--- src/rtl/rx_err_fifo.sv ---
module rx_err_fifo #(
  parameter int DEPTH = 16,
  parameter int DW    = 8
) (
  input  logic          clk,
  input  logic          rst_n,
  input  logic          fifo_en,
  input  logic          rx_valid,
  input  logic [DW-1:0] rx_data,
  input  logic          rx_pe,
  input  logic          rx_fe,
  input  logic          rx_bi,
  input  logic          rd_data,
  input  logic          rd_status,
  input  logic          tx_shift_empty,
  input  logic          tx_hold_empty,
  output logic [DW-1:0] head_data,
  output logic [7:0]    status
);
  localparam int AW = $clog2(DEPTH);
  localparam int EW = DW + 3;
  localparam logic [AW:0] FULLN = (AW+1)'(DEPTH);

  logic [EW-1:0] mem [DEPTH];
  logic [AW:0]   wp, rp, ecnt;
  logic [EW-1:0] hold;
  logic          hold_v, en_q, oe_q, hide_q, rhide_q;

  wire [AW:0]   cnt      = wp - rp;
  wire          empty    = (cnt == '0);
  wire          full     = (cnt == FULLN);
  wire          flush    = (fifo_en != en_q);
  wire [EW-1:0] in_w     = {rx_bi, rx_fe, rx_pe, rx_data};
  wire          in_err   = rx_pe | rx_fe | rx_bi;
  wire [EW-1:0] head     = fifo_en ? mem[rp[AW-1:0]] : hold;
  wire          have     = fifo_en ? !empty : hold_v;
  wire          head_err = |head[EW-1:DW];

  wire push   = !flush && fifo_en && rx_valid && !full;
  wire pop    = !flush && fifo_en && rd_data && !empty;
  wire s_load = !flush && !fifo_en && rx_valid;
  wire s_take = !flush && !fifo_en && rd_data && hold_v;
  wire ovr    = !flush && rx_valid && (fifo_en ? full : (hold_v && !rd_data));
  wire new_hd = pop || (push && empty) || s_load;

  wire [AW:0] ecnt_nx = ecnt + (AW+1)'(push && in_err) - (AW+1)'(pop && head_err);

  always_ff @(posedge clk) begin
    if (push) mem[wp[AW-1:0]] <= in_w;
  end

  always_ff @(posedge clk or negedge rst_n) begin
    if (!rst_n) begin
      wp <= '0; rp <= '0; ecnt <= '0;
      hold <= '0; hold_v <= 1'b0; en_q <= 1'b0;
      oe_q <= 1'b0; hide_q <= 1'b0; rhide_q <= 1'b0;
    end else begin
      en_q <= fifo_en;
      if (flush) begin
        wp <= '0; rp <= '0; ecnt <= '0;
        hold_v <= 1'b0; rhide_q <= 1'b0;
      end else begin
        if (push) wp <= wp + 1'b1;
        if (pop)  rp <= rp + 1'b1;
        ecnt <= ecnt_nx;
        if (s_load) begin
          hold <= in_w; hold_v <= 1'b1;
        end else if (s_take) begin
          hold_v <= 1'b0;
        end
        if (push && in_err)
          rhide_q <= 1'b0;
        else if (rd_status && ecnt == (AW+1)'(1) && have && head_err && !pop)
          rhide_q <= 1'b1;
        else if (ecnt_nx == '0)
          rhide_q <= 1'b0;
      end
      if (ovr)            oe_q <= 1'b1;
      else if (rd_status) oe_q <= 1'b0;
      if (flush || new_hd) hide_q <= 1'b0;
      else if (rd_status)  hide_q <= 1'b1;
    end
  end

  wire show = have && !hide_q;
  wire rfe  = fifo_en && (ecnt != '0) && !rhide_q;

  assign head_data = head[DW-1:0];
  assign status = {rfe, tx_shift_empty, tx_hold_empty,
                   head[DW+2] & show, head[DW+1] & show, head[DW] & show,
                   oe_q, have};
endmodule


--- config.mk ---
export PLATFORM = sky130hd
export DESIGN_NAME = rx_err_fifo
export DESIGN_NICKNAME = d
export VERILOG_FILES = /design/src/rtl/rx_err_fifo.sv
export SDC_FILE = /design/constraint.sdc
export NUM_CORES = 1
export LEC_CHECK = 0
export BUFFER_PORTS_ARGS = -buffer_cell sky130_fd_sc_hd__buf_2
export CAP_MARGIN = 25
export CORE_ASPECT_RATIO = 2
export CORE_MARGIN = 1
export CORE_UTILIZATION = 35
export CTS_BUF_LIST = sky130_fd_sc_hd__clkbuf_8 sky130_fd_sc_hd__clkbuf_16
export DETAILED_ROUTE_END_ITERATION = 6
export PLACE_DENSITY_LB_ADDON = 0.12
export SLEW_MARGIN = 20
export SYNTH_ARGS = -nofsm -noshare
export SYNTH_HDL_FRONTEND = slang
export SYNTH_SLANG_ARGS = --single-unit
--- constraint.sdc ---
create_clock -name clk -period 10 [get_ports clk]
set_clock_uncertainty 0.2 [all_clocks]
set_input_delay 0 -clock clk [delete_from_list [all_inputs] [get_ports clk]]
set_output_delay 0 -clock clk [all_outputs]
set_load 0.05 [all_outputs]
Word level (Yosys, flattened, before mapping) --
Memories as Yosys holds them, arrays and structs flattened. Index checks and enable logic that the tools add are counted.
Cells by class: shift operators 0, reduce and logical (&&, ||, !) cells 44, muxes and demuxes 21, $lt $le $gt $ge 0, $add $sub $neg 5, multiply operators 0, divide/modulo/power cells 0, equality and inequality tests 3, bitwise gates (word level) 6
Operators with widths (count):
- 2-to-1 mux 5 bit | 5
- logical AND 1 bit | 22
- 2-to-1 mux 1 bit | 15
- 2-to-1 mux 11 bit | 1
- adder 5 x 1 -> 5 bit, second input constant | 2
- logical NOT 5 bit | 2
- logical NOT 1 bit | 8
- nonzero test 2 bit | 4
- adder 5 x 1 -> 5 bit | 1
- == test 5 x 1 -> 1 bit, second input constant | 1
- == test 5 bit, second input constant | 1
- nonzero test 5 bit | 1
- subtractor 5 x 1 -> 5 bit | 1
- subtractor 5 bit | 1
- nonzero test 4 bit | 1
- AND 1 bit | 3
- logical OR 1 bit | 3
- nonzero test 3 bit | 1
- OR reduction 3 bit | 1
- OR 1 bit | 2
- AND reduction 2 bit | 1
- != test 1 bit | 1
- inverter 1 bit | 1
Storage, ports and cells: memory bits (read-only) 0, bits of input ports 19, memories 1, register bits after elaboration 31, output and inout bits 16, word-level logic and storage cells 89, bits in latches 0, bits in writable memories 176
Memory list:
- mem | depth 16, width 11, rd ports 1, clocked after Yosys merged registers in 0, write ports 1, RTL line 24 | logic [EW-1:0] mem [DEPTH];

Depth between registers and ports, before layout --
depth in word-level cells 13, depth in mapped cells 20, gate-level depth less buffers 17

Least setup slack after synthesis --
No wires, ideal clock.
path type register -> register, start register rp[3], end register rhide_q, arrival 3.588 ns, data required time 9.668 ns, library setup time 0.132 ns, slack 6.080 ns, stages on the path, launching flop included 20, clock period less this slack 3.920 ns, path buffers 3, cell sequence dfrtp_1 buf_2 inv_1 buf_2 ha_1 nor4_2 o2111ai_2 and2_1 buf_6 nand2_1 ha_1 inv_1 ha_1 fa_1 a21oi_1 o21bai_1 xnor2_1 nand2_1 o211ai_1 o41ai_2
Between the ends: word-level cells in the longest chain between the ends 10, elaborated cells on any way between the ends 24, classes of those cells add/sub (3); eq/ne (1); mux (5); reduce/logical (14); memory (1)
RTL lines:
- start: declaration | RTL line 25 | logic [AW:0] wp, rp, ecnt;
- start signal: assignment | RTL line 64 | if (pop) rp <= rp + 1'b1;
- parallel branches: the longest is 10 deep, another holds subtractor 5 bit
- end signal: assignment | RTL line 61 | hold_v <= 1'b0; rhide_q <= 1'b0;
- end signal: assignment | RTL line 72 | rhide_q <= 1'b0;
- end signal: assignment | RTL line 74 | rhide_q <= 1'b1;
- end: declaration | RTL line 27 | logic hold_v, en_q, oe_q, hide_q, rhide_q;
Several ways; the timed one is not identified. A chain may end at the register's enable or synchronous reset.

Final worst setup path --
start register rp[2], end register rhide_q
The elaborated chain is that of the path after synthesis.

==> qor.csv <==
stage,metric,value,unit
final_layout,Ant. Diodes,0,
final_layout,# nets final,580,
worst_setup_path,CP Depth,16,
logic_synthesis,"Seq/Total Area, Yosys",0.692,
pwr,Max rail drop VDD,0.0964,mV
final_layout,layout cells sized above 1,0.288,
placed_design,routability cong.,0.835,
min_path,Hold WC Path Type,in2reg,
worst_setup_path,flop-to-flop setup slack,5.14,ns
placed_design,port bufs,30,
routing,routed wire length per instance,24.4,um
final_layout,FF/Latch Area,6060,um^2
placed_design,DP HPWL,13700,um
floorplan,Site Rows,81,
worst_setup_path,"slowest stage delay, CP",0.99,ns
routing,post-DR vias/cell,5.07,
floorplan,I/O pin cnt,35,
routing,First-pass DRT Iterations,4,
cts,clock buffer depth,3,
logic_synthesis,synthesized cell area,8760,um^2
global_route,Tot GR Track Use,0.180,
worst_setup_path,critical path's slowest cell,dfrtp_1,
final_layout,area delta synth->final,16.1,%
placed_design,Place WS,5.14,ns
routing,WL final,21600,um
sta,period utilization,0.486,
logic_synthesis,Main synth FF type,edfxtp_1,
worst_setup_path,worst r2r path cells,16,
global_route,vias in the first global route,5003,
floorplan,Starting Density,0.357,
worst_setup_path,critical path peak fanout,19,
pwr,Power Density,181,nW/um^2
worst_setup_path,data required time of the critical path,10.17,ns
logic_synthesis,Avg Inst Size Synth,18.1,um^2
min_path,hold path depth,4,
worst_setup_path,Buf/Inv on CP,2,
run_status,outcome,finished clean,
sta,RSZ-0062 raised after global routing,no,
cts,Clock Latency Late Sink,0.50,ns
logic_synthesis,Synth Register Bits,207,
cts,Clock transition at path regs,0.07,ns
logic_synthesis,post-synthesis cell type count,48,
worst_setup_path,CP arrival,5.03,ns
worst_setup_path,Worst setup SP type,flop,
global_route,initial antenna violation count,0,
worst_setup_path,CP top delay family,compound AO/OA/AOI/OAI gates,
worst_setup_path,CP most frequent cell,ha_1,
sta,final setup TNS,0,ns
sta,setup violators final,0,
global_route,GRT overflow,0,
final_layout,post-layout util,0.415,
cts,Root Buffer,clkbuf_16,
worst_setup_path,crit end category,flop,
cts,CTS tree,built,
routing,Vias,4501,
pwr,Lkg Pwr,3.39,nW
sta,Final min period,4.86,ns
worst_setup_path,critical path class,reg2reg,
logic_synthesis,Post-Syn Instances,483,
sta,FMAX,206,MHz
floorplan,Core ar.,24500,um^2
sta,Worst Max-Slew Pin Slew,1.02,ns
sta,Max-slew headroom,0.316,
floorplan,chip width,114,um
routing,1st-iter DRT viols,327,
floorplan,die area,25700,um^2
cts,Sink Count,207,
routing,drt drc,0,
logic_synthesis,asr flop ratio synth,0.150,
logic_synthesis,Synth Net Count,520,
floorplan,Chip Height,226,um
worst_setup_path,Worst setup startpoint,rp[2],
pwr,Tot Pwr,0.00184,W
logic_synthesis,"Warnings, synthesis",0,
global_route,first-pass GRT wire length,32300,um
cts,H-Tree Depth,1,
sta,worst setup margin,5.14,ns
routing,post-route ant nets,0,
sta,Hold Slack,0.198,ns
logic_synthesis,Post-synth EDFFs,176,
cts,CTS Buf Count,20,
sta,Hold Fails Final Rpt,0,
sta,max-slew violation count,0,
worst_setup_path,Worst Setup EP,rhide_q,
worst_setup_path,crit path cell chain,"inv_1, ha_1, a21oi_1, nand4_1, a211oi_2, nor3_1, ha_1, inv_1, ha_1, fa_1, a21oi_1, o21bai_1, xnor2_1, nand2_1, o211ai_1, o41ai_2",
final_layout,Fillers,2259,
global_route,largest net degree at the start of global routing,50,
final_layout,area of the multi-input gates,2530,um^2
flow_run,# Max-Cap Violations,0,
worst_setup_path,RR Endpoint,rhide_q,
worst_setup_path,Worst R2R Start,rp[2],
==> placed cells by master (no fill, tap or decap), drive strengths merged, types with 2 or more instances in the layout <==
cell and count:
nor3 10, clkbuf 21, clkinv 8, inv 22, clkinvlp 2, o21ai 2
and3b 2, buf 44, nor3b 2, o211ai 2, a21o 3, a32oi 2
edfxtp 176, and2 2, mux2 23, nand4 2, ha 17, nand2 20
xnor2 12, a211oi 4, nand2b 3, and3 3, nor2b 4, dfrtp 31
a41oi 3, dlygate4sd3 21, or2 2, xor2 2, nor2 31, o32ai 2
mux4 50, a21oi 8, mux2i 3, nor4 2, nand3 3, or3 2
==> worst reg2reg max path: stages (launching register included) <==
cell and delay, ns:
dfrtp_1 0.99, inv_1 0.19, ha_1 0.42, a21oi_1 0.22, nand4_1 0.18, a211oi_2 0.61
nor3_1 0.12, ha_1 0.30, inv_1 0.04, ha_1 0.20, fa_1 0.44, a21oi_1 0.15
o21bai_1 0.09, xnor2_1 0.21, nand2_1 0.08, o211ai_1 0.21, o41ai_2 0.11
==> registers in the layout, indices dropped and copies added (netlist names) <==
name	cells
hide_q	1
hold	11
rp	5
wp	5
hold_v	1
rhide_q	1
mem	176
en_q	1
ecnt	5
oe_q	1
==> power breakdown <==
part,leakage [nW],switching [W],total (W),internal [W]
Sequential,1.98,0.0000110,0.000967,0.000956
Clock,0.299,0.000315,0.000696,0.000381
Combinational,1.11,0.000109,0.000177,0.0000680
==> worst min path at each step <==
stage / end / startpoint
after global routing: hide_q / rx_valid
after CTS: hide_q / rx_valid
after detailed placement: status[5] / tx_hold_empty
final: hide_q / rx_valid
after global placement: status[5] / tx_hold_empty
after floorplan: ecnt[0] / rst_n
==> layer usage <==
| metal | wire [um] | track usage | up-vias |
|---|---|---|---|
| met5 | 0 | 0 | - |
| met4 | 871 | 0.0842 | 0 |
| met3 | 589 | 0.0209 | 36 |
| met2 | 12400 | 0.347 | 87 |
| met1 | 7740 | 0.190 | 2366 |
| li1 | - | - | 2012 |
==> layout make-up <==
cell class              count  share of cell area
repair buffers             65              0.0490
clock buffers              21              0.0517
well taps                 332              0.0409
clock inverters            14             0.00689
flip-flops and latches    207               0.596
multi-input cells         231               0.249
inverters                  18             0.00664
==> cell usage after synthesis (3+ instances only) <==
cell type | instances | area [um^2]
edfxtp_1 | 176 | 5290
mux4_2 | 50 | 1130
dfrtp_1 | 31 | 776
nor2_1 | 31 | 116
mux2_2 | 23 | 259
nand2_1 | 20 | 75.1
inv_1 | 18 | 67.6
ha_1 | 17 | 213
xnor2_1 | 12 | 105
buf_4 | 11 | 82.6
nor3_1 | 10 | 50.1
a21oi_1 | 8 | 40.0
clkbuf_1 | 8 | 30.0
buf_2 | 6 | 30.0
nor2b_1 | 4 | 25.0
a211oi_1 | 3 | 22.5
a21o_1 | 3 | 22.5
a41oi_1 | 3 | 26.3
and3_1 | 3 | 18.8
mux2i_1 | 3 | 30.0
nand2b_1 | 3 | 18.8
nand3_1 | 3 | 15.0
==> what timing repair did <==
action                    in CTS  in global routing
resized for setup              0                  0
hold buffers                  22                  0
buffers inserted               0                  0
hold endpoints to repair     229                  0
==> metrics by stage <==
step	cells	instance area [um^2]
floorplan	483	8760
finish	888	10200
CTS	887	10100
global route	888	10200
global placement	830	9320
detailed placement	830	9320
==> logic make-up (layout without fill, tap and decap cells) <==
kind of cell    after synthesis  count (layout)  share of synthesized area
flops                       207             207                      0.692
simple gates                 89              89                     0.0488
mux                          76              76                      0.162
buf+inv                      45             118                     0.0257
compound gates               33              33                     0.0290
fa+ha+maj                    18              18                     0.0266
xor+xnor                     15              15                     0.0167
Power figures use the tool's default switching activity.
